File: src/rtl/rxdr_pkg.sv
package rxdr_pkg;

   localparam int LEN_W     = 14;
   localparam int LEN_LSB   = 16;
   localparam int OWN_BIT   = 31;
   localparam int ERR_BIT   = 15;
   localparam int OVF_BIT   = 1;
   localparam int RUNT_BIT  = 0;
   localparam int DESC_WORDS = 4;

   typedef enum logic [2:0] {
      S_IDLE,
      S_FETCH,
      S_RECV,
      S_WB,
      S_DROP
   } rxdr_state_e;

endpackage

File: src/rtl/rxdr_lane_packer.sv
module rxdr_lane_packer #(
   parameter int LANES = 4
) (
   input  logic                   clk,
   input  logic                   rst_n,
   input  logic                   clr,
   input  logic                   we_byte,
   input  logic [$clog2(LANES)-1:0] lane,
   input  logic [7:0]             din,
   input  logic                   flush,
   output logic [8*LANES-1:0]     word_out
);

   logic [7:0] hold [LANES];

   for (genvar l = 0; l < LANES; l++) begin : g_lane
      logic hit;
      assign hit = we_byte && (lane == l[$clog2(LANES)-1:0]);
      assign word_out[8*l +: 8] = hit ? din : hold[l];

      always_ff @(posedge clk or negedge rst_n) begin
         if (!rst_n)             hold[l] <= '0;
         else if (clr || flush)  hold[l] <= '0;
         else if (hit)           hold[l] <= din;
      end
   end

endmodule

File: src/rtl/rxdr_miss_counter.sv
module rxdr_miss_counter #(
   parameter int MISS_W   = 16,
   parameter bit SATURATE = 1'b1
) (
   input  logic              clk,
   input  logic              rst_n,
   input  logic              inc,
   output logic [MISS_W-1:0] count
);

   logic step;

   if (SATURATE) begin : g_sat
      assign step = inc && (count != {MISS_W{1'b1}});
   end else begin : g_wrap
      assign step = inc;
   end

   always_ff @(posedge clk or negedge rst_n) begin
      if (!rst_n)    count <= '0;
      else if (step) count <= count + 1'b1;
   end

endmodule

File: src/rtl/rxdr_engine.sv
module rxdr_engine
   import rxdr_pkg::*;
#(
   parameter int ADDR_W        = 32,
   parameter int SIZE_W        = 12,
   parameter int MISS_W        = 16,
   parameter int RUNT_MIN      = 64,
   parameter bit MISS_SATURATE = 1'b1
) (
   input  logic              clk,
   input  logic              rst_n,
   input  logic              dma_run,
   input  logic              rx_en,
   input  logic [ADDR_W-1:0] ring_base,
   input  logic              s_valid,
   input  logic [7:0]        s_data,
   input  logic              s_sof,
   input  logic              s_eof,
   output logic              s_ready,
   output logic              mem_req,
   output logic              mem_we,
   output logic [ADDR_W-1:0] mem_addr,
   output logic [31:0]       mem_wdata,
   input  logic [31:0]       mem_rdata,
   output logic [MISS_W-1:0] missed_cnt
);

   localparam int WORD_BYTES = 4;
   localparam int LANE_W     = $clog2(WORD_BYTES);
   localparam logic [LEN_W-1:0] LEN_MAX = {LEN_W{1'b1}};

   if (SIZE_W > LEN_W || ADDR_W > 32 || ADDR_W < 8 || RUNT_MIN < 1 || MISS_W < 1) begin : g_bad_cfg
      $error("rxdr_engine: unsupported parameter combination");
   end

   rxdr_state_e        st;
   logic [ADDR_W-1:0]  cur_ptr, d_buf, d_next;
   logic [31:0]        d_status;
   logic [SIZE_W-1:0]  d_size;
   logic [2:0]         fc;
   logic [LEN_W-1:0]   cnt, len_r, cnt_inc, size_x;
   logic               ovf_r, beat, in_range, byte_wr, miss_inc;
   logic               runt_w;
   logic [31:0]        pack_word, wb_word;

   assign s_ready  = (st == S_RECV) || (st == S_DROP);
   assign beat     = s_valid && s_ready;
   assign cnt_inc  = (cnt == LEN_MAX) ? cnt : cnt + 1'b1;
   assign size_x   = LEN_W'(d_size);
   assign in_range = cnt < size_x;
   assign byte_wr  = (st == S_RECV) && beat && in_range &&
                     ((cnt[LANE_W-1:0] == LANE_W'(WORD_BYTES-1)) || s_eof ||
                      (cnt == size_x - 1'b1));
   assign miss_inc = (st == S_FETCH) && (fc == 3'd4) && !d_status[OWN_BIT];

   rxdr_lane_packer #(.LANES(WORD_BYTES)) u_pack (
      .clk      (clk),
      .rst_n    (rst_n),
      .clr      (st == S_FETCH),
      .we_byte  ((st == S_RECV) && beat && in_range),
      .lane     (cnt[LANE_W-1:0]),
      .din      (s_data),
      .flush    (byte_wr),
      .word_out (pack_word)
   );

   rxdr_miss_counter #(.MISS_W(MISS_W), .SATURATE(MISS_SATURATE)) u_miss (
      .clk   (clk),
      .rst_n (rst_n),
      .inc   (miss_inc),
      .count (missed_cnt)
   );

   assign runt_w = len_r < LEN_W'(RUNT_MIN);

   always_comb begin
      wb_word = '0;
      wb_word[LEN_LSB +: LEN_W] = len_r;
      wb_word[RUNT_BIT] = runt_w;
      wb_word[OVF_BIT]  = ovf_r;
      wb_word[ERR_BIT]  = runt_w || ovf_r;
   end

   always_comb begin
      mem_req   = 1'b0;
      mem_we    = 1'b0;
      mem_addr  = cur_ptr;
      mem_wdata = '0;
      if ((st == S_FETCH) && (fc < 3'(DESC_WORDS))) begin
         mem_req  = 1'b1;
         mem_addr = cur_ptr + ADDR_W'({fc[1:0], 2'b00});
      end else if (byte_wr) begin
         mem_req   = 1'b1;
         mem_we    = 1'b1;
         mem_addr  = d_buf + ADDR_W'({cnt[LEN_W-1:LANE_W], {LANE_W{1'b0}}});
         mem_wdata = pack_word;
      end else if (st == S_WB) begin
         mem_req   = 1'b1;
         mem_we    = 1'b1;
         mem_wdata = wb_word;
      end
   end

   always_ff @(posedge clk or negedge rst_n) begin
      if (!rst_n) begin
         st       <= S_IDLE;
         cur_ptr  <= '0;
         d_buf    <= '0;
         d_next   <= '0;
         d_status <= '0;
         d_size   <= '0;
         fc       <= '0;
         cnt      <= '0;
         len_r    <= '0;
         ovf_r    <= 1'b0;
      end else begin
         case (st)
            S_IDLE: begin
               fc <= '0;
               if (s_valid && s_sof) st <= (dma_run && rx_en) ? S_FETCH : S_DROP;
            end
            S_FETCH: begin
               fc <= fc + 1'b1;
               case (fc)
                  3'd1: d_status <= mem_rdata;
                  3'd2: d_size   <= mem_rdata[SIZE_W-1:0];
                  3'd3: d_buf    <= mem_rdata[ADDR_W-1:0];
                  3'd4: d_next   <= mem_rdata[ADDR_W-1:0];
                  default: ;
               endcase
               if (fc == 3'd4) begin
                  cnt   <= '0;
                  ovf_r <= 1'b0;
                  st    <= d_status[OWN_BIT] ? S_RECV : S_DROP;
               end
            end
            S_RECV: begin
               if (beat) begin
                  cnt <= cnt_inc;
                  if (!in_range) ovf_r <= 1'b1;
                  if (s_eof) begin
                     len_r <= cnt_inc;
                     st    <= S_WB;
                  end
               end
            end
            S_WB: begin
               cur_ptr <= d_next;
               st      <= S_IDLE;
            end
            S_DROP: begin
               if (beat && s_eof) st <= S_IDLE;
            end
            default: st <= S_IDLE;
         endcase
         if (!dma_run) cur_ptr <= ring_base;
      end
   end

endmodule

File: config.mk
export PLATFORM = sky130hd
export DESIGN_NAME = rxdr_engine
export DESIGN_NICKNAME = d
export VERILOG_FILES = /design/src/rtl/rxdr_pkg.sv /design/src/rtl/rxdr_lane_packer.sv /design/src/rtl/rxdr_miss_counter.sv /design/src/rtl/rxdr_engine.sv
export SDC_FILE = /design/constraint.sdc
export NUM_CORES = 1
export LEC_CHECK = 0
export ABC_AREA = 1
export BUFFER_PORTS_ARGS = -buffer_cell sky130_fd_sc_hd__buf_2
export CAP_MARGIN = 0
export CORE_MARGIN = 5
export CORE_UTILIZATION = 40
export DETAILED_ROUTE_END_ITERATION = 10
export PLACE_DENSITY = 0.62
export SLEW_MARGIN = 20
export SYNTH_ARGS = -nofsm -noshare
export SYNTH_HDL_FRONTEND = slang
export SYNTH_SLANG_ARGS = --single-unit
File: constraint.sdc
create_clock -name clk -period 3.36 [get_ports clk]
set_input_delay 0.504 -clock clk [delete_from_list [all_inputs] [get_ports clk]]
set_output_delay 0.504 -clock clk [all_outputs]
set_load 0.005 [all_outputs]
### Word level (Yosys, flattened, before mapping)

Index checks and enable logic that the tools add are counted.

| word-level totals | value |
|---|---|
| bits in registers | 223 |
| input bits | 79 |
| output and inout bits | 83 |
| logic and storage cells | 114 |

| cells by class | value |
|---|---|
| add/sub/neg operators | 6 |
| order comparisons | 3 |
| equal/unequal tests | 21 |
| muxes and demuxes | 36 |
| reductions and logical operators | 33 |

Operators by type and width:

| operator | number |
|---|---|
| $mux W32 | 6 |
| $mux W8 | 8 |
| $mux W14 | 3 |
| $add A32 B14 Y32 | 1 |
| $add A32 B4 Y32 | 1 |
| $mux W30 | 1 |
| $pmux W14 S2 | 1 |
| $mux W3 | 7 |
| $add A16 B1 Y16 const B | 1 |
| $ne A16 B16 Y1 const B | 1 |
| $logic_and A1 B1 Y1 | 15 |
| $add A14 B1 Y14 const B | 1 |
| $eq A14 B14 Y1 | 1 |
| $eq A14 B14 Y1 const B | 1 |
| $lt A14 B12 Y1 | 1 |
| $lt A14 B7 Y1 const B | 1 |
| $sub A12 B1 Y13 const B | 1 |
| $eq A3 B2 Y1 const B | 4 |
| $pmux W3 S4 | 1 |
| $ne A2 B2 Y1 const B | 5 |
| $reduce_and A2 Y1 | 4 |
| $mux W1 | 7 |
| $eq A3 B1 Y1 const B | 2 |
| $eq A3 B3 Y1 const B | 2 |
| other kinds (15) | 23 |

### Longest topological paths before layout

| depth | value |
|---|---|
| word-level depth | 9 |
| depth in mapped cells | 16 |
| depth with buffers taken out | 16 |

### Modules after synthesis

A second synthesis with hierarchy kept.

| second synthesis, totals | value |
|---|---|
| cell total of the unflattened synthesis | 1799 |
| area total of the unflattened synthesis | 12513.3 um^2 |

Modules (own cells, without submodules):

| module | instances | cells each | area each (um^2) | sequential area each (um^2) |
|---|---|---|---|---|
| rxdr_engine | 1 | 1414 | 9766.9 | 3603.5 |
| rxdr_lane_packer | 1 | 236 | 1687.9 | 800.8 |
| rxdr_miss_counter | 1 | 149 | 1058.5 | 400.4 |

### Worst setup path before layout

No wires, ideal clock.

| timing path | value |
|---|---|
| path kind | register to output |
| from | register fc[0] |
| to | output mem_addr[26] |
| arrival | 2151 ps |
| required time | 2856 ps |
| path slack | 705 ps |
| cell stages (with the launch flop) | 15 |
| buffers on the path | 0 |
| cells stage by stage | dfrtp_1 -> ha_1 -> inv_1 -> fa_1 -> nor3_1 -> nand2_1 -> nor2_1 -> nand2_1 -> nor2_1 -> nand4_1 -> nor2_1 -> nand2_1 -> nand2_1 -> nand3_1 -> nand2_1 |

| between the ends | value |
|---|---|
| longest elaborated chain between the ends | 3 |
| elaborated cells between the ends (all ways) | 4 |
| those cells by class | add/sub: 1; order compare: 1; mux: 1; reduce/logical: 1 |

RTL lines:

| item | line | source |
|---|---|---|
| from (decl) | rxdr_engine.sv:40 | `logic [2:0] fc;` |
| from (signal assigned) | rxdr_engine.sv:123 | `fc <= fc + 1'b1;` |
| parallel branches: the longest is 2 deep, another holds $add A32 B4 Y32 | -- |  |
| $mux W32 * | rxdr_engine.sv:89 | `if ((st == S_FETCH) && (fc < 3'(DESC_WORDS))) begin` |
| to (decl) | rxdr_engine.sv:22 | `output logic [ADDR_W-1:0] mem_addr,` |

Mark *: on every way between the ends.

### Worst setup path after layout

| timing path | value |
|---|---|
| from | register d_size[4] |
| to | output mem_addr[19] |

| between the ends | value |
|---|---|
| longest elaborated chain between the ends | 6 |
| elaborated cells between the ends (all ways) | 8 |
| those cells by class | add/sub: 1; order compare: 1; eq/ne: 1; mux: 2; reduce/logical: 3 |

RTL lines:

| item | line | source |
|---|---|---|
| from (decl) | rxdr_engine.sv:39 | `logic [SIZE_W-1:0] d_size;` |
| from (signal assigned) | rxdr_engine.sv:126 | `3'd2: d_size <= mem_rdata[SIZE_W-1:0];` |
| $sub A12 B1 Y13 | rxdr_engine.sv:53 | `(cnt == size_x - 1'b1));` |
| $eq A14 B14 Y1 | rxdr_engine.sv:53 |  |
| $logic_or A1 B1 Y1 | rxdr_engine.sv:52 | `((cnt[LANE_W-1:0] == LANE_W'(WORD_BYTES-1)) \|\| s_eof \|\|` |
| $logic_and A1 B1 Y1 * | rxdr_engine.sv:51 | `assign byte_wr = (st == S_RECV) && beat && in_range &&` |
| $mux W32 * | rxdr_engine.sv:92 | `end else if (byte_wr) begin` |
| $mux W32 * | rxdr_engine.sv:89 |  |

Mark *: on every way between the ends. The rest lies on a longest branch, timed or not.

==> results summary <==
After detailed routing, the wire length on met1 is between 15000 and 20000 um. The fraction of layout cells with a size suffix above 1 came out at 0.2272. Subtracting the final worst setup slack from the clock period gives between 3 and 4 ns.

Row generation in the floorplan step produced 63 rows. The setup TNS is 0 ns. Relative to the synthesized area, the layout overhead comes to 24.38%. The clock edge transition at the registers on the reported setup and hold paths is approximately 0.07 ns. The floorplan step defined a core boundary enclosing roughly 30000 um2.

The via count of the first global-routing pass came to between 10000 and 15000. The final cell utilization of the core came out at 0.5069. The hold violation count in the final report is 0. Setup violations remaining at the end of the flow were counted as 0.

The post-synthesis instance area came out at 12140 um2. The tree built by TritonCTS fans out to between 150 and 200 sinks. Measured along the y axis, the die boundary spans ~180 um. Data on the critical path is required at its endpoint by between 2 and 3 ns.

The initial standard-cell utilization of the core came out at 0.4075. Setup repair after global routing could not meet its margin everywhere. The number of warnings printed during yosys synthesis came out at 0. The worst clock skew is 0.01245 ns. Counting every net in the synthesized netlist gives ~1800. The worst slack after detailed placement is approximately 0.2 ns.

The nature of the critical path endpoint is an output pin. The number of vias in the routed layout came out at ~12000. The wire length per cell after detailed routing is approximately 17 um. The aggregate routed wire length came out at 39050 um.

The worst IR drop on VDD came out at roughly 0.42 mV. Before antenna repair, the detailed router went through 7 iterations. For the worst-skew pair, the clock arrives at the later sink with an insertion delay of 0.45 ns. Of all flip-flops after synthesis, the portion carrying an async set or reset was 1.000.

The count of input and output buffers is roughly 160. The max-cap violation count came out at 0. The actual slew at the worst max-slew pin came out at between 0.7 and 0.8 ns. CTS placed an instance of clkbuf_16 at the clock tree root. The number of cells produced by synthesis came out at approximately 1700. Data arrives at the worst endpoint at 2.83 ns. The path class of the tightest hold or removal check is in -> async.

The met3 wirelength from detailed routing is about 2200 um. The largest net degree at the start of global routing came out at 64. Counting flops with a built-in enable in the synthesized netlist gives 0. The number of design-rule violations left by the first detailed-router iteration came out at 815.

The total count of max-transition violations in the final report is 0. Global routing finished with a remaining overflow of 0. The number of antenna violations at the first check in global routing came out at 2. The number of buffers inserted for hold repair after clock tree synthesis is 0.

The mean instance size in the synthesized netlist came out at approximately 7.1 um2. The unique cell type count in the Yosys netlist came out at around 40. Once detail routing completed, the nets flagged for antenna violations numbered 0. The number of diodes added for antenna fixing is 0.

The number of nets in the finished design is about 2000. The area enclosed by the die boundary is approximately 34000 um2. The first global-routing pass estimated 60380 um of wire. The highest fanout seen on the critical path is 6. The chip width came out at roughly 180 um.

The final worst hold slack is 0.02919 ns. The overall track demand over capacity in global routing came out at 0.2245. The total power draw came out at about 13 mW. The number of ports placed on the die boundary is 162. The met2 wire length came out at 17390 um. In this run the number of H-tree levels came out at 4. The leakage component of the power is ~8 nW. The final worst setup slack came out at 0.02252 ns. STA classifies the critical path startpoint as a flip-flop. The number of flip-flops and latches in the synthesized netlist is about 190.

The share of the clock period used by the worst path came out at 0.9933. The headroom to the max-slew limit is 0.4790. The longest clock path from root to sink contains 2 buffers. The final HPWL from detailed placement is around 29000 um. In the routed design, unresolved DRC markers number 0. The highest layer touched by signal routing is met5. The flow ran to the end, and the final reports show no timing, DRC or antenna violations. TritonCTS built the clock tree. At the end of routability-driven placement, the weighted congestion stood at 0.9502. After detailed routing, the number of vias per cell comes to about 5. For this run, the leading register cell type out of synthesis is dfrtp_1. The ratio of total power to cell area came out at a little over 800 nW/um2. The maximum clock frequency came out at 299.6 MHz. The critical path in this run is classified as reg -> out. The post-synthesis sequential area ratio came out at 0.3957. In this run, CTS created clock tree buffers numbering 17.
-- final cells by class --
cell class              instances  area (um2)
fillers                      2980       14690
multi-input cells            1233        6832
clock inverters                12       97.59
well taps                     390       488.0
repair inverters                4       51.30
flip-flops and latches        192        4816
clock buffers                  20       466.7
repair buffers                224        1493
inverters                     221       859.6
-- metal layers --
metal | track usage | vias up
li1 | - | 5814
met1 | 0.3298 | 5502
met2 | 0.3439 | 376
met3 | 0.02960 | 68
met4 | 0.07276 | 4
met5 | 0 | -
-- kinds of logic after synthesis --
family | synth area share
AOI/OAI and AO/OA | 0.1038
buffers and inverters | 0.09098
and+or+nand+nor | 0.2939
adders and majority gates | 0.04142
xor gates and xnor gates | 0.04760
muxes | 0.02669
DFF | 0.3957
-- Yosys cell counts, types with 8 or more instances --
cell	count	area, um2
inv_1	213	799.5
mux2i_1	29	290.3
dfrtp_1	192	4805
buf_2	13	65.06
o21ai_1	9	45.04
nand4_1	20	125.1
a21oi_1	67	335.3
xor2_1	43	376.6
nor2_1	164	615.6
o21ai_0	147	735.7
inv_2	8	30.03
nand3_1	132	660.6
ha_1	37	462.9
nand2_1	475	1783
nor3_1	33	165.2
xnor2_1	23	201.4
clkbuf_1	36	135.1
-- repair_timing --
item,4_1_cts,5_1_grt
gates cloned,2,6
endpoints found under the setup margin,66,64
buffers inserted,25,8
gates resized for setup,59,150
pin swaps,12,43
-- worst paths after layout --
check	startpoint	endpoint	slack, ns	cells after the start
worst max-delay path	d_size[4]	mem_addr[19]	0.02	16
worst min-delay path	rst_n	d_next[26]	0.03	1
worst max register to register	st[2]	u_miss.count[7]	0.69	10
worst min register to register	d_next[22]	d_next[22]	0.49	2
max in group asynchronous	rst_n	cnt[2]	2.48	2
min in group clk	mem_rdata[28]	d_next[28]	0.30	3
-- flip-flops by register name, indices dropped and copies added (netlist names), 3 cells and up --
name          cells
cnt              14
u_pack.hold      32
fc                3
d_buf            32
st                3
cur_ptr          32
d_size           12
len_r            14
u_miss.count     16
d_next           32
-- metrics by stage --
stage	cells	instance area, um2
after floorplan	1703	12140
after global placement	2223	13430
after detailed placement	2223	13430
after CTS	2282	14360
after global routing	2296	15100
final	2296	15100
-- report_power, final --
part	internal (mW)	switching [mW]	total [mW]
Combinational	2.70	4.33	7.03
Sequential	2.93	0.581	3.51
Clock	1.03	0.997	2.02
-- worst max-delay path: stages, from the launching register on --
cell	delay (ns)
dfrtp_1	0.41
buf_4	0.16
buf_4	0.13
nor2_2	0.11
nand2_1	0.09
nor2_2	0.15
nand2_2	0.08
o21ai_2	0.12
nand3_2	0.12
o21bai_4	0.17
buf_12	0.14
nand2_8	0.10
clkbuf_16	0.19
nand2_4	0.05
nand3_1	0.06
nand2_1	0.16
buf_2	0.13
-- cells in the final DEF (no fill, tap or decap), types with 27 or more instances in the layout --
cell     instances
a21oi_1         49
buf_2          155
buf_4           48
dfrtp_1        183
inv_1          203
mux2i_1         29
nand2_1        424
nand2_2         44
nand3_1        118
nor2_1         143
nor3_1          27
o21ai_0        135
xor2_1          43
Note: power is estimated with default switching activity, not from simulation.
